File: config.mk
export PLATFORM = sky130hd
export DESIGN_NAME = spi_port
export DESIGN_NICKNAME = d
export VERILOG_FILES = /design/src/rtl/spi_port_pkg.sv /design/src/rtl/spi_sync.sv /design/src/rtl/spi_regs.sv /design/src/rtl/spi_rate_div.sv /design/src/rtl/spi_master_eng.sv /design/src/rtl/spi_slave_eng.sv /design/src/rtl/spi_port.sv
export SDC_FILE = /design/constraint.sdc
export NUM_CORES = 1
export LEC_CHECK = 0
export BUFFER_PORTS_ARGS = -buffer_cell sky130_fd_sc_hd__buf_4
export CORE_MARGIN = 2
export CORE_UTILIZATION = 50
export CTS_BUF_LIST = sky130_fd_sc_hd__clkbuf_16
export DETAILED_ROUTE_END_ITERATION = 12
export PLACE_DENSITY = 0.77
export SLEW_MARGIN = 20
export SYNTH_ARGS = -nofsm -noshare
export SYNTH_HDL_FRONTEND = slang
export SYNTH_SLANG_ARGS = --single-unit
File: constraint.sdc
create_clock -name clk_i -period 2.6 [get_ports clk_i]
set_clock_uncertainty 0.2 [all_clocks]
set_input_delay 0 -clock clk_i [delete_from_list [all_inputs] [get_ports clk_i]]
set_output_delay 0 -clock clk_i [all_outputs]
set_load 0.03 [all_outputs]
File: src/rtl/spi_port_pkg.sv
package spi_port_pkg;

  localparam logic [1:0] ADDR_CTRL = 2'd0;
  localparam logic [1:0] ADDR_STAT = 2'd1;
  localparam logic [1:0] ADDR_DATA = 2'd2;

  typedef struct packed {
    logic       irq_en;
    logic       enable;
    logic       master;
    logic       cpol;
    logic       cpha;
    logic [1:0] rate;
  } ctrl_t;

  // half period of the master clock in bus cycles
  function automatic int unsigned half_cycles(input logic [1:0] code);
    case (code)
      2'd0:    return 1;
      2'd1:    return 2;
      2'd2:    return 8;
      default: return 16;
    endcase
  endfunction

endpackage

File: src/rtl/spi_sync.sv
module spi_sync #(
  parameter int   STAGES  = 2,
  parameter logic RST_VAL = 1'b0
) (
  input  logic clk_i,
  input  logic rst_ni,
  input  logic d_i,
  output logic q_o
);
  logic [STAGES-1:0] stage_q;

  generate
    for (genvar i = 0; i < STAGES; i++) begin : g_stage
      always_ff @(posedge clk_i or negedge rst_ni) begin
        if (!rst_ni) stage_q[i] <= RST_VAL;
        else if (i == 0) stage_q[i] <= d_i;
        else stage_q[i] <= stage_q[(i > 0) ? i - 1 : 0];
      end
    end
  endgenerate

  assign q_o = stage_q[STAGES-1];
endmodule

File: src/rtl/spi_regs.sv
module spi_regs
  import spi_port_pkg::*;
#(
  parameter int DATA_W = 8
) (
  input  logic              clk_i,
  input  logic              rst_ni,
  input  logic              sel_i,
  input  logic              we_i,
  input  logic [1:0]        addr_i,
  input  logic [DATA_W-1:0] wdata_i,
  output logic [DATA_W-1:0] rdata_o,
  input  logic              done_i,
  input  logic [DATA_W-1:0] rx_i,
  output ctrl_t             ctrl_o,
  output logic              flag_o,
  output logic              data_wr_o,
  output logic [DATA_W-1:0] tx_buf_o
);
  logic              irq_en_q, enable_q, master_q, cpol_q, cpha_q;
  logic [1:0]        rate_q;
  logic              flag_q, armed_q;
  logic [DATA_W-1:0] rx_buf_q, tx_buf_q;
  logic              wr_ctrl, rd_stat, acc_data, clr_flag;

  assign wr_ctrl   = sel_i & we_i & (addr_i == ADDR_CTRL);
  assign rd_stat   = sel_i & ~we_i & (addr_i == ADDR_STAT);
  assign acc_data  = sel_i & (addr_i == ADDR_DATA);
  assign data_wr_o = acc_data & we_i;
  assign clr_flag  = acc_data & armed_q;

  always_ff @(posedge clk_i or negedge rst_ni) begin
    if (!rst_ni) begin
      irq_en_q <= 1'b0;
      enable_q <= 1'b0;
      master_q <= 1'b0;
      cpol_q   <= 1'b0;
      cpha_q   <= 1'b0;
    end else if (wr_ctrl) begin
      irq_en_q <= wdata_i[7];
      enable_q <= wdata_i[5];
      master_q <= wdata_i[4];
      cpol_q   <= wdata_i[3];
      cpha_q   <= wdata_i[2];
    end
  end

  // rate code deliberately kept through reset
  always_ff @(posedge clk_i) begin
    if (wr_ctrl) rate_q <= wdata_i[1:0];
  end

  always_ff @(posedge clk_i or negedge rst_ni) begin
    if (!rst_ni) begin
      flag_q   <= 1'b0;
      armed_q  <= 1'b0;
      rx_buf_q <= '0;
      tx_buf_q <= '0;
    end else begin
      if (done_i) flag_q <= 1'b1;
      else if (clr_flag) flag_q <= 1'b0;
      if (done_i || clr_flag) armed_q <= 1'b0;
      else if (rd_stat && flag_q) armed_q <= 1'b1;
      if (done_i) rx_buf_q <= rx_i;
      if (data_wr_o) tx_buf_q <= wdata_i;
    end
  end

  always_comb begin
    case (addr_i)
      ADDR_CTRL: rdata_o = DATA_W'({irq_en_q, 1'b0, enable_q, master_q, cpol_q, cpha_q, rate_q});
      ADDR_STAT: rdata_o = {flag_q, {(DATA_W-1){1'b0}}};
      ADDR_DATA: rdata_o = rx_buf_q;
      default:   rdata_o = '0;
    endcase
  end

  assign ctrl_o   = '{irq_en: irq_en_q, enable: enable_q, master: master_q,
                      cpol: cpol_q, cpha: cpha_q, rate: rate_q};
  assign flag_o   = flag_q;
  assign tx_buf_o = tx_buf_q;
endmodule

File: src/rtl/spi_rate_div.sv
module spi_rate_div
  import spi_port_pkg::*;
#(
  parameter int CNT_W = 5
) (
  input  logic       clk_i,
  input  logic       rst_ni,
  input  logic       run_i,
  input  logic [1:0] rate_i,
  output logic       tick_o
);
  logic [CNT_W-1:0] cnt_q, lim;

  assign lim    = CNT_W'(half_cycles(rate_i) - 1);
  assign tick_o = run_i && (cnt_q == lim);

  always_ff @(posedge clk_i or negedge rst_ni) begin
    if (!rst_ni) cnt_q <= '0;
    else if (!run_i || tick_o) cnt_q <= '0;
    else cnt_q <= cnt_q + 1'b1;
  end
endmodule

File: src/rtl/spi_master_eng.sv
module spi_master_eng #(
  parameter int DATA_W = 8
) (
  input  logic              clk_i,
  input  logic              rst_ni,
  input  logic              en_i,
  input  logic              cpha_i,
  input  logic              start_i,
  input  logic [DATA_W-1:0] tx_i,
  input  logic              tick_i,
  input  logic              miso_i,
  output logic              busy_o,
  output logic              lvl_o,
  output logic              mosi_o,
  output logic              done_o,
  output logic [DATA_W-1:0] rx_o
);
  localparam int EDGES = 2 * DATA_W;
  localparam int EW    = $clog2(EDGES);

  logic              busy_q, lvl_q, out_q;
  logic [EW-1:0]     edge_q;
  logic [DATA_W-1:0] tx_q, rx_q, rx_next;
  logic              lead, last, step, sample, launch;

  assign lead    = ~edge_q[0];
  assign last    = edge_q == EW'(EDGES - 1);
  assign step    = busy_q & tick_i;
  assign sample  = step & (lead ^ cpha_i);
  assign launch  = step & ~(lead ^ cpha_i) & ~last;
  assign rx_next = {rx_q[DATA_W-2:0], miso_i};

  always_ff @(posedge clk_i or negedge rst_ni) begin
    if (!rst_ni) begin
      busy_q <= 1'b0;
      lvl_q  <= 1'b0;
      out_q  <= 1'b0;
      edge_q <= '0;
      tx_q   <= '0;
      rx_q   <= '0;
    end else if (!en_i) begin
      busy_q <= 1'b0;
      lvl_q  <= 1'b0;
      edge_q <= '0;
    end else if (start_i && !busy_q) begin
      busy_q <= 1'b1;
      lvl_q  <= 1'b0;
      edge_q <= '0;
      if (!cpha_i) begin
        out_q <= tx_i[DATA_W-1];
        tx_q  <= {tx_i[DATA_W-2:0], 1'b0};
      end else begin
        tx_q  <= tx_i;
      end
    end else if (step) begin
      lvl_q  <= ~lvl_q;
      edge_q <= edge_q + 1'b1;
      if (sample) rx_q <= rx_next;
      if (launch) begin
        out_q <= tx_q[DATA_W-1];
        tx_q  <= {tx_q[DATA_W-2:0], 1'b0};
      end
      if (last) busy_q <= 1'b0;
    end
  end

  assign busy_o = busy_q;
  assign lvl_o  = lvl_q;
  assign mosi_o = out_q;
  assign done_o = step & last;
  assign rx_o   = sample ? rx_next : rx_q;
endmodule

File: src/rtl/spi_slave_eng.sv
module spi_slave_eng #(
  parameter int DATA_W      = 8,
  parameter int SYNC_STAGES = 2
) (
  input  logic              clk_i,
  input  logic              rst_ni,
  input  logic              en_i,
  input  logic              cpol_i,
  input  logic              cpha_i,
  input  logic              sck_i,
  input  logic              ss_ni,
  input  logic              mosi_i,
  input  logic [DATA_W-1:0] tx_i,
  output logic              miso_o,
  output logic              done_o,
  output logic [DATA_W-1:0] rx_o
);
  localparam int BW = $clog2(DATA_W);

  logic              sck_s, ss_s, mosi_s;
  logic              lvl, lvl_q, ss_q;
  logic              active, lead, trail, ss_fall, sample, launch, last;
  logic [BW-1:0]     cnt_q;
  logic [DATA_W-1:0] tx_q, rx_q, rx_next;
  logic              out_q;

  spi_sync #(.STAGES(SYNC_STAGES), .RST_VAL(1'b0)) u_sync_sck (
    .clk_i(clk_i), .rst_ni(rst_ni), .d_i(sck_i), .q_o(sck_s));
  spi_sync #(.STAGES(SYNC_STAGES), .RST_VAL(1'b1)) u_sync_ss (
    .clk_i(clk_i), .rst_ni(rst_ni), .d_i(ss_ni), .q_o(ss_s));
  spi_sync #(.STAGES(SYNC_STAGES), .RST_VAL(1'b0)) u_sync_mosi (
    .clk_i(clk_i), .rst_ni(rst_ni), .d_i(mosi_i), .q_o(mosi_s));

  assign lvl     = sck_s ^ cpol_i;
  assign active  = en_i & ~ss_s;
  assign lead    = active & lvl & ~lvl_q;
  assign trail   = active & ~lvl & lvl_q;
  assign ss_fall = en_i & ss_q & ~ss_s;
  assign sample  = cpha_i ? trail : lead;
  assign launch  = cpha_i ? lead : trail;
  assign last    = cnt_q == BW'(DATA_W - 1);
  assign rx_next = {rx_q[DATA_W-2:0], mosi_s};

  always_ff @(posedge clk_i or negedge rst_ni) begin
    if (!rst_ni) begin
      lvl_q <= 1'b0;
      ss_q  <= 1'b1;
      cnt_q <= '0;
      tx_q  <= '0;
      rx_q  <= '0;
      out_q <= 1'b0;
    end else begin
      lvl_q <= lvl;
      ss_q  <= ss_s;
      if (!active) begin
        cnt_q <= '0;
      end else if (sample) begin
        rx_q  <= rx_next;
        cnt_q <= last ? '0 : cnt_q + 1'b1;
      end
      // phase 0 loads on select fall, phase 1 on the first leading edge
      if (!cpha_i && ss_fall) begin
        out_q <= tx_i[DATA_W-1];
        tx_q  <= {tx_i[DATA_W-2:0], 1'b0};
      end else if (launch && cpha_i && cnt_q == '0) begin
        out_q <= tx_i[DATA_W-1];
        tx_q  <= {tx_i[DATA_W-2:0], 1'b0};
      end else if (launch) begin
        out_q <= tx_q[DATA_W-1];
        tx_q  <= {tx_q[DATA_W-2:0], 1'b0};
      end
    end
  end

  assign miso_o = out_q;
  assign done_o = sample & last;
  assign rx_o   = rx_next;
endmodule

File: src/rtl/spi_port.sv
module spi_port
  import spi_port_pkg::*;
#(
  parameter int DATA_W      = 8,
  parameter int SYNC_STAGES = 2,
  parameter int DIV_CNT_W   = 5
) (
  input  logic              clk_i,
  input  logic              rst_ni,
  input  logic              sel_i,
  input  logic              we_i,
  input  logic [1:0]        addr_i,
  input  logic [DATA_W-1:0] wdata_i,
  output logic [DATA_W-1:0] rdata_o,
  output logic              irq_o,
  input  logic              sck_i,
  output logic              sck_o,
  output logic              sck_oe_o,
  input  logic              ss_ni,
  input  logic              mosi_i,
  output logic              mosi_o,
  output logic              mosi_oe_o,
  input  logic              miso_i,
  output logic              miso_o,
  output logic              miso_oe_o
);
  ctrl_t             ctrl_q;
  logic              flag, data_wr, done;
  logic [DATA_W-1:0] tx_buf, rx_byte;
  logic              m_en, s_en, tick;
  logic              m_busy, m_lvl, m_done, s_done;
  logic [DATA_W-1:0] m_rx, s_rx;

  assign m_en = ctrl_q.enable & ctrl_q.master;
  assign s_en = ctrl_q.enable & ~ctrl_q.master;

  spi_regs #(.DATA_W(DATA_W)) u_regs (
    .clk_i(clk_i), .rst_ni(rst_ni), .sel_i(sel_i), .we_i(we_i),
    .addr_i(addr_i), .wdata_i(wdata_i), .rdata_o(rdata_o),
    .done_i(done), .rx_i(rx_byte), .ctrl_o(ctrl_q), .flag_o(flag),
    .data_wr_o(data_wr), .tx_buf_o(tx_buf));

  spi_rate_div #(.CNT_W(DIV_CNT_W)) u_div (
    .clk_i(clk_i), .rst_ni(rst_ni), .run_i(m_busy),
    .rate_i(ctrl_q.rate), .tick_o(tick));

  spi_master_eng #(.DATA_W(DATA_W)) u_master (
    .clk_i(clk_i), .rst_ni(rst_ni), .en_i(m_en), .cpha_i(ctrl_q.cpha),
    .start_i(data_wr), .tx_i(wdata_i), .tick_i(tick), .miso_i(miso_i),
    .busy_o(m_busy), .lvl_o(m_lvl), .mosi_o(mosi_o), .done_o(m_done),
    .rx_o(m_rx));

  spi_slave_eng #(.DATA_W(DATA_W), .SYNC_STAGES(SYNC_STAGES)) u_slave (
    .clk_i(clk_i), .rst_ni(rst_ni), .en_i(s_en), .cpol_i(ctrl_q.cpol),
    .cpha_i(ctrl_q.cpha), .sck_i(sck_i), .ss_ni(ss_ni), .mosi_i(mosi_i),
    .tx_i(tx_buf), .miso_o(miso_o), .done_o(s_done), .rx_o(s_rx));

  assign done      = m_done | s_done;
  assign rx_byte   = m_en ? m_rx : s_rx;
  assign irq_o     = flag & ctrl_q.irq_en;
  assign sck_o     = m_lvl ^ ctrl_q.cpol;
  assign sck_oe_o  = m_en;
  assign mosi_oe_o = m_en;
  assign miso_oe_o = s_en & ~ss_ni;
endmodule

* Word level (Yosys, flattened, before mapping)
Index checks and enable logic that the tools add are counted.
Storage, ports and cells: word-level logic and storage cells 144, register bits after elaboration 80
Operators by class: bitwise operators 39, reductions and logical operators 23, add/subtract/negate cells 4, equality and inequality tests 11, mux-type cells 38
Operator list (number):
- two-way mux 8 bit | 9
- AND 1 bit | 24
- one-hot mux 8 bit (3 select lines) | 1
- two-way mux 1 bit | 20
- one-hot mux 5 bit (3 select lines) | 1
- two-way mux 4 bit | 3
- NOT 1 bit | 11
- two-way mux 3 bit | 3
- nonzero test 2 bit | 4
- logical AND 1 bit | 6
- inequality test 3 x 1 -> 1 bit, second input constant | 2
- AND reduction 3 bit | 2
- adder 5 x 1 -> 5 bit, second input constant | 1
- equality test 5 bit | 1
- two-way mux 5 bit | 1
- subtractor 5 x 1 -> 5 bit, second input constant | 1
- adder 4 x 1 -> 4 bit, second input constant | 1
- equality test 2 x 1 -> 1 bit, second input constant | 2
- equality test 2 bit, second input constant | 2
- equality test 4 bit, second input constant | 1
- zero test 2 bit | 2
- inequality test 2 bit, second input constant | 2
- AND reduction 2 bit | 2
- AND reduction 4 bit | 1
- other kinds (8) | 12

* Longest topological paths before layout
Gate-level depths: netlist of the first run.
depth in word-level cells 11, depth in mapped cells 8

* By module
Synthesis of the first run repeated with hierarchy kept, for this count alone.
Second synthesis, totals: cell total of the unflattened synthesis 315, area, all modules 4008.8 µm²
By module, submodules not included:
- spi_master_eng | area an instance 1253.7 µm², times used 1, cells an instance 104
- spi_regs | area an instance 1151.1 µm², times used 1, cells an instance 81
- spi_slave_eng | area an instance 993.5 µm², times used 1, cells an instance 75
- spi_rate_div | area an instance 309.0 µm², times used 1, cells an instance 33
- spi_port | area an instance 148.9 µm², times used 1, cells an instance 16
- spi_sync (u_slave.u_sync_mosi ...) | area an instance 50.0 µm², times used 2, cells an instance 2
- spi_sync (u_slave.u_sync_ss) | area an instance 52.6 µm², times used 1, cells an instance 2

* Worst setup path before layout of the first run
Ideal clock, no wire load.
kind flip-flop to flip-flop, from reg u_regs.rate_q[1], to reg u_regs.rx_buf_q[0], cell stages (with the launch flop) 7, setup slack 0.348 ns, library setup time 0.125 ns, arrival 1.927 ns, buffers on the path 1, period minus slack after synthesis 2.252 ns, data required time 2.275 ns, path through edfxtp_1 or3_4 a211oi_4 o21ai_4 o22ai_2 buf_6 mux2_4
Between the ends: word-level cells in the longest chain between the ends 9
Ends and longest elaborated chain:
- from (decl) | line spi_regs.sv:21 | logic [1:0] rate_q;
- from (signal assigned) | line spi_regs.sv:50 | if (wr_ctrl) rate_q <= wdata_i[1:0];
- equality test 2 bit, or another cell as far along | line spi_port_pkg.sv:18 | case (code)
- one-hot mux 5 bit (3 select lines) * | line spi_port_pkg.sv:18
- subtractor 5 x 1 -> 5 bit * | line spi_rate_div.sv:14 | assign lim = CNT_W'(half_cycles(rate_i) - 1);
- equality test 5 bit * | line spi_rate_div.sv:15 | assign tick_o = run_i && (cnt_q == lim);
- logical AND 1 bit * | line spi_rate_div.sv:15
- AND 1 bit * | line spi_master_eng.sv:28 | assign step = busy_q & tick_i;
- AND 1 bit | line spi_master_eng.sv:29 | assign sample = step & (lead ^ cpha_i);
- two-way mux 8 bit | line spi_master_eng.sv:71 | assign rx_o = sample ? rx_next : rx_q;
- two-way mux 8 bit | line spi_port.sv:59 | assign rx_byte = m_en ? m_rx : s_rx;
- to (signal assigned) | line spi_regs.sv:64 | if (done_i) rx_buf_q <= rx_i;
- to (decl) | line spi_regs.sv:23 | logic [DATA_W-1:0] rx_buf_q, tx_buf_q;
Every way passes the cells marked *; elsewhere a longest branch is shown, timed or not. A chain may end at the register's enable or synchronous reset.

* Worst setup path in the final report of the first run
from reg u_div.cnt_q[3], to reg u_regs.rx_buf_q[6]
Between the ends: word-level cells in the longest chain between the ends 6
Ends and longest elaborated chain:
- from (decl) | line spi_rate_div.sv:12 | logic [CNT_W-1:0] cnt_q, lim;
- from (signal assigned) | line spi_rate_div.sv:20 | else cnt_q <= cnt_q + 1'b1;
- equality test 5 bit * | line spi_rate_div.sv:15
- logical AND 1 bit * | line spi_rate_div.sv:15
- AND 1 bit * | line spi_master_eng.sv:28
- AND 1 bit | line spi_master_eng.sv:29
- two-way mux 8 bit | line spi_master_eng.sv:71
- two-way mux 8 bit | line spi_port.sv:59
Marked as above.

==> metrics.md, run 1 <==
| Metric | Value |
|---|---|
| Setup repair bufs after CTS | 0 |
| Die X | 92.88 um |
| GRT overflow | 0 |
| Final HPWL DP | 5728 um |
| Core area | 7687 um^2 |
| Clk_lat worst skew | 330 ps |
| DRC errors left | 0 |
| CTS Root Cell | clkbuf_16 |
| PortBufs | 32 |
| Placer congestion estimate | 0.8349 |
| Die ar. | 8627 um^2 |
| Max_cap viols | 0 |
| Compound-Gate Fraction of Synth Area | 0.1172 |
| Post_cts resized | 0 |
| CP Capture Type | register |
| CTS clk-pin slew, worst paths | 60 ps |
| Ys flop type | dfrtp_1 |
| Pin count of the biggest net entering global routing | 78 |
| Synth Instances | 350 |
| All-Layer GR Usage | 0.2165 |
| Synth Area in Adders | 0.01584 |
| Endpoints failing hold | 0 |
| Status | complete, no violations |
| Final hold slack | 120.1 ps |
| Max clock buf depth | 2 |
| Antenna Violating Nets Remaining | 0 |
| Max FO, Critical Path | 10 |
| Final net count | 428 |
| CP Data Required Time | 2650 ps |
| P per Cell Area | 691.4 nW/um^2 |
| Fin. max-slew vios | 0 |
| Vias per cell | 5.541 |
| TritonCTS clock tree | done |
| Placed insts | 479 |
| Layout area overhead | 21.19% |
| Non-filler cells, final | 512 |
| Clock period minus worst slack | 2325 ps |
| Final wirelength | 8449 um |
| Post-synth top area share | 0.4688 |
| Async SR Flop Fraction | 0.9747 |
| Routed len/inst | 16.50 um |
| Slew headroom | 0.3604 |
| Largest family of logic cells by synthesized area | multiplexers |
| 1st-iter DRT viols | 136 |
| Global-route wire length before repair | 14430 um |
| # IOs | 33 |
| Worst slew pin tran | 959.5 ps |
| Top cells by area, synth | dfrtp_1, mux2_2, mux2i_1 |
| Initial antenna violation count | 0 |
| Crit start category | register |
| Core Rows | 32 |
| # setup viols final | 0 |
| Total CTS buffers | 9 |
| Syn Area/Cell | 11.29 um^2 |
| Drt first pass iters | 4 |
| Hold/Removal Path Class | in -> reg |
| Routed via count | 2837 |
| Hold-fix buffers, CTS | 17 |
| Peak supply drop | 450.9 uV |
| Cell taking the most area after synthesis | dfrtp_1 |
| RSZ-0062 raised after global routing | false |
| Multiplexer share of the synthesized area | 0.1828 |
| Post-Syn Area | 3950 um^2 |
| Leak | 2.161 nW |
| Die Y | 92.88 um |
| #FFs+latches synth | 79 |
| Layout cells sized above 1 | 0.2854 |
| Synth Area in XOR/XNOR | 0.01330 |
| Number of library cell types mapped by synthesis | 60 |
| CP Class | reg -> reg |
| Number of synthesized flops with an enable pin | 2 |
| Register area share after synthesis | 0.5040 |
| Pwr Total | 0.003310 W |
| Final worst-path cycle share | 0.8943 |
| H-tree depth | 3 |
| Antenna cells | 0 |
| Max Fclk | 430.1 MHz |
| Post-Synth Simple-Gate Area | 0.1365 |
| Setup TNS | 0 ps |
| Arr. time, crit path | 2380 ps |
| CTS sink count | 79 |
| Vias in the first global route | 2979 |
| Initial core utilization | 0.5138 |
| Post-Synthesis Net Count | 373 |
| Synth Warn # | 0 |
==> final cells by class <==
type / instances / area (um^2)
well taps: 102 / 127.6
clock inverters: 7 / 73.82
repair buffers: 58 / 478.0
flip-flops and latches: 79 / 1991
clock buffers: 9 / 225.2
fillers: 609 / 2900
multi-input cells: 243 / 1839
inverters: 14 / 52.55
==> power breakdown <==
group | leakage (nW) | switching [W] | internal (W)
registers | 1.03 | 0.000103 | 0.00137
clock network | 0.135 | 0.000509 | 0.000743
logic | 0.991 | 0.000315 | 0.000269
total | 2.16 | 0.000927 | 0.00238
==> cell usage after synthesis, types with 4 or more instances <==
library cell / number
clkbuf_1: 8
mux2_2: 37
o21ai_0: 21
a21oi_1: 7
nand2b_1: 9
inv_1: 13
mux2i_1: 29
nor3_1: 4
xor2_1: 4
o311ai_0: 7
nand2_1: 26
nand3_1: 13
o211ai_1: 7
nor2_1: 27
dfrtp_1: 74
ha_1: 5
==> cells in the final DEF, fill, tap and decap left out, types with 3 or more instances in the layout <==
cell,Yosys,layout
a21oi_1,7,7
dfstp_2,3,3
o211ai_1,7,7
clkbuf_16,0,9
o21ai_0,21,21
nand3_1,13,13
ha_1,5,5
nor2_1,27,27
clkinvlp_4,0,3
dlygate4sd3_1,0,17
mux2i_1,29,29
o311ai_0,7,7
xor2_1,4,4
buf_4,1,41
nor3_1,4,4
nor3b_1,3,3
nand2b_1,9,9
inv_1,13,13
mux2_2,37,37
nand2_1,26,26
dfrtp_1,74,74
==> worst paths after layout <==
kind	slack, ps	startpoint	endpoint	depth (start not counted)
setup reg to reg	270	u_div.cnt_q[3]	u_regs.rx_buf_q[6]	6
hold / removal	120	sck_i	u_slave.u_sync_sck.stage_q[0]	2
max in group asynchronous	1420	rst_ni	u_slave.tx_q[6]	2
setup / recovery	270	u_div.cnt_q[3]	u_regs.rx_buf_q[6]	6
min in group asynchronous	140	rst_ni	u_master.tx_q[5]	2
hold reg to reg	150	u_slave.u_sync_mosi.stage_q[0]	u_slave.u_sync_mosi.q_o	0
==> logic make-up after synthesis <==
group	after synthesis
adder cells (fa/ha/maj)	5
buffers and inverters	28
AND/OR/NAND/NOR	104
multiplexers	67
flip-flops	79
XOR/XNOR	6
AO/OA/AOI/OAI	61
==> registers in the layout, summed over array words and instances, names as in the netlist, 2 cells and up <==
register,count
u_div.cnt_q,5
u_master.edge_q,4
u_master.rx_q,8
u_master.tx_q,8
u_regs.rate_q,2
u_regs.rx_buf_q,8
u_regs.tx_buf_o,8
u_slave.cnt_q,3
u_slave.rx_q,7
u_slave.tx_q,7
==> stage by stage <==
stage / cell area, um^2 / utilization / setup slack, ps
after floorplan: 3950 / - / 347.5
after global placement: 4318 / 0.5617 / 399.2
after detailed placement: 4318 / 0.5617 / 309.8
after CTS: 4787 / 0.6227 / 289.1
after global routing: 4787 / 0.6227 / 126.9
final: 4787 / 0.6227 / 274.9
==> metal layers <==
| layer | up-vias | GRT usage | wire length, um |
|---|---|---|---|
| li1 | 1360 | - | - |
| met1 | 1414 | 0.2727 | 3684 |
| met2 | 47 | 0.3545 | 4242 |
| met3 | 16 | 0.06021 | 300 |
| met4 | 0 | 0.08456 | 222 |
| met5 | - | 0 | 0 |
==> critical path, stage by stage (launching register included) <==
cell and delay, ps:
dfrtp_1 470, or3b_4 440, a21oi_4 300, o21ai_4 140, o22ai_2 250, buf_4 230, mux2i_1 210
Power figures use the tool's default switching activity.
==> inputs of run 2 (changes only) <==
Settings changed: ABC_AREA set to 1, ABC_CLOCK_PERIOD_IN_PS set to 2600.
==> run 2 against run 1 <==
  * Clock power decreased by 12%
  * Synthesized area increased by 0.89%
  * Worst setup slack improved by 240 ps
  * First-iteration DRC count increased by 27%
  * Cell count increased by 27%
  * Synthesized cell count increased by 41%
  * Global-route usage increased by 0.94 points
  * Maximum frequency increased by 11%
  * Count of clock-buffer cells in the layout unchanged
  * Critical path type unchanged
==> metrics.md, run 2 <==
| Metric | Value |
|---|---|
| P per Cell Area | 682.6 nW/um^2 (was 691.4 nW/um^2) |
| Clk_lat worst skew | 330 ps (about the same) |
| Setup slack after layout | 514.2 ps (was 274.9 ps) |
| Total CTS buffers | 9 (unchanged) |
| Leak | 2.470 nW (was 2.161 nW) |
| Non-filler cells, final | 652 (was 512) |
| Critical path's slowest cell | dfrtp_1 (unchanged) |
| Die X | 93.28 um (was 92.88 um) |
| CP Data Required Time | 2630 ps (was 2650 ps) |
| Final net count | 569 (was 428) |
| Max_cap viols | 0 (unchanged) |
| Status | complete, no violations (unchanged) |
| Number of synthesized flops with an enable pin | 2 (unchanged) |
| Post_cts resized | 0 (unchanged) |
| Worst slew pin tran | 966.6 ps (was 959.5 ps) |
| Slew headroom | 0.3556 (was 0.3604) |
| Cell taking the most area after synthesis | dfrtp_1 (unchanged) |
| Endpoints failing hold | 0 (unchanged) |
| Setup repair bufs after CTS | 0 (unchanged) |
| Antenna cells | 0 (unchanged) |
| Synth Instances | 492 (was 350) |
| DRC errors left | 0 (unchanged) |
| Crit start category | register (unchanged) |
| All-Layer GR Usage | 0.2259 (was 0.2165) |
| CTS Root Cell | clkbuf_16 (unchanged) |
| Pin count of the biggest net entering global routing | 78 (unchanged) |
| CP Capture Type | register (unchanged) |
| Clock period minus worst slack | 2086 ps (was 2325 ps) |
| Vias per cell | 5.252 (was 5.541) |
| PortBufs | 32 (unchanged) |
| Placed insts | 619 (was 479) |
| Final wirelength | 9126 um (was 8449 um) |
| CTS sink count | 79 (unchanged) |
| Cell mode on critical path | nand2_1 |
| Worst reg2reg setup slack | 510 ps (was 270 ps) |
| Fin. max-slew vios | 0 (unchanged) |
| Most numerous cell in the Yosys netlist | nand2_1 (was dfrtp_1) |
| Hold/Removal Path Class | in -> reg (unchanged) |
| Routed via count | 3424 (was 2837) |
| #FFs+latches synth | 79 (unchanged) |
| Post-synth top area share | 0.4647 (was 0.4688) |
| Drt first pass iters | 4 (unchanged) |
| Pre-CTS WS | 534.3 ps (was 309.8 ps) |
| Worst-path cell chain | ha_1 > nand2_1 > nor2_1 > nand4_2 > nand2_1 > inv_2 > nand2_1 > nand2_1 (was or3b_4 > a21oi_4 > o21ai_4 > o22ai_2 > buf_4 > mux2i_1) |
| Post-Synthesis Net Count | 515 (was 373) |
| Final HPWL DP | 6221 um (was 5728 um) |
| Layout area overhead | 19.15% (was 21.19%) |
| Post-Syn Area | 3985 um^2 (was 3950 um^2) |
| Crit path largest cell delay | 520 ps (was 470 ps) |
| Antenna Violating Nets Remaining | 0 (unchanged) |
| H-tree depth | 3 (unchanged) |
| Routed len/inst | 14.00 um (was 16.50 um) |
| TritonCTS clock tree | done (unchanged) |
| # setup viols final | 0 (unchanged) |
| CTS clk-pin slew, worst paths | 60 ps (about the same) |
| Die ar. | 8700 um^2 (was 8627 um^2) |
| Global-route wire length before repair | 15380 um (was 14430 um) |
| Core Rows | 32 (unchanged) |
| GRT overflow | 0 (unchanged) |
| Most frequent cells in the layout | nand2_1, dfrtp_1, inv_1 (was dfrtp_1, buf_4, mux2_2) |
| Async SR Flop Fraction | 0.9747 (unchanged) |
| Peak supply drop | 296.6 uV (was 450.9 uV) |
| Die Y | 93.28 um (was 92.88 um) |
| # IOs | 33 (unchanged) |
| Syn Area/Cell | 8.100 um^2 (was 11.29 um^2) |
| Layout cells sized above 1 | 0.1400 (was 0.2854) |
| Synth Warn # | 0 (unchanged) |
| Core area | 7727 um^2 (was 7687 um^2) |
| Register area share after synthesis | 0.4995 (was 0.5040) |
| Max clock buf depth | 2 (unchanged) |
| Arr. time, crit path | 2110 ps (was 2380 ps) |
| Placer congestion estimate | 0.8681 (was 0.8349) |
| Pwr Total | 0.003241 W (was 0.003310 W) |
| 1st-iter DRT viols | 173 (was 136) |
| Max FO, Critical Path | 10 (unchanged) |
| Final worst-path cycle share | 0.8022 (was 0.8943) |
| Max Fclk | 479.4 MHz (was 430.1 MHz) |
| Vias in the first global route | 3276 (was 2979) |
| Ys flop type | dfrtp_1 (unchanged) |
| Synth cell count leaders | nand2_1, dfrtp_1, inv_1, nand3_1, nor2_1 (was dfrtp_1, mux2_2, mux2i_1, nor2_1, nand2_1) |
| Commonest non-fill, non-tap cell in the layout | nand2_1 (was dfrtp_1) |
| Initial core utilization | 0.5157 (was 0.5138) |
| RSZ-0062 raised after global routing | false (unchanged) |
| CP Class | reg -> reg (unchanged) |
| Top cells by area, synth | dfrtp_1, nand2_1, nand3_1 (was dfrtp_1, mux2_2, mux2i_1) |
| Setup TNS | 0 ps (unchanged) |
| Initial antenna violation count | 0 (unchanged) |
| Number of library cell types mapped by synthesis | 40 (was 60) |
run 2: area by class of cell:
type	instances	area, um^2
Fill cell	639	2979
Sequential cell	79	1991
Multi-Input combinational cell	343	1707
Timing Repair Buffer	53	442.9
Clock buffer	9	225.2
Inverter	60	225.2
Tap cell	102	127.6
Clock inverter	6	30.03
run 2: worst max-delay path, delay by kind of cell, from the launching register on:
| kind | cells | cell delay, ps |
|---|---|---|
| fa+ha+maj | 1 | 230 |
| flops | 1 | 520 |
| simple gates | 6 | 920 |
| buf+inv | 1 | 100 |
run 2: layer usage:
layer  routed length, um  global-route usage  vias to the layer above
met5                   0                   0                        -
met4                 138              0.1017                        0
met3                 351             0.02820                       11
met2                4387              0.3573                       92
met1                4249              0.3127                     1637
li1                    -                   -                     1684
run 2: worst paths after layout:
kind                                              start  cells past startpoint                             end
setup / recovery                     u_master.edge_q[0]                      8              u_regs.rx_buf_q[7]
hold / removal                                   mosi_i                      2  u_slave.u_sync_mosi.stage_q[0]
setup reg to reg                     u_master.edge_q[0]                      8              u_regs.rx_buf_q[7]
hold reg to reg            u_slave.u_sync_ss.stage_q[0]                      0           u_slave.u_sync_ss.q_o
max in group asynchronous                        rst_ni                      2              u_master.edge_q[2]
min in group asynchronous                        rst_ni                      2                 u_slave.rx_q[4]
run 2: stage by stage:
| step | hold WS (ps) | instance area [um^2] | util |
|---|---|---|---|
| finish | 114.5 | 4748 | 0.6145 |
| detailed placement | -89.69 | 4313 | 0.5581 |
| floorplan | -495.6 | 3985 | - |
| global placement | -90.71 | 4313 | 0.5581 |
| CTS | 109.9 | 4748 | 0.6145 |
| global route | 123.5 | 4748 | 0.6145 |
run 2: where the power goes:
| group | internal [W] | leakage [nW] | total [W] | switching, W |
|---|---|---|---|---|
| sequential | 0.00141 | 1.02 | 0.00154 | 0.000130 |
| clock | 0.000628 | 0.131 | 0.00110 | 0.000471 |
| combinational | 0.000232 | 1.32 | 0.000605 | 0.000373 |
run 2: what timing repair did:
action                                 4_1_cts  5_1_grt
setup endpoints to repair                    0        0
endpoints found under the hold margin      104        0
hold buffers                                18        0
run 2: logic make-up (layout without fill, tap and decap cells):
logic type | count (synthesis) | count (layout) | synth area share
AND/OR/NAND/NOR | 273 | 273 | 0.3108
flip-flops | 79 | 79 | 0.4995
buffers and inverters | 70 | 128 | 0.07221
AO/OA/AOI/OAI | 57 | 57 | 0.07944
XOR/XNOR | 8 | 8 | 0.02229
adder cells (fa/ha/maj) | 5 | 5 | 0.01570
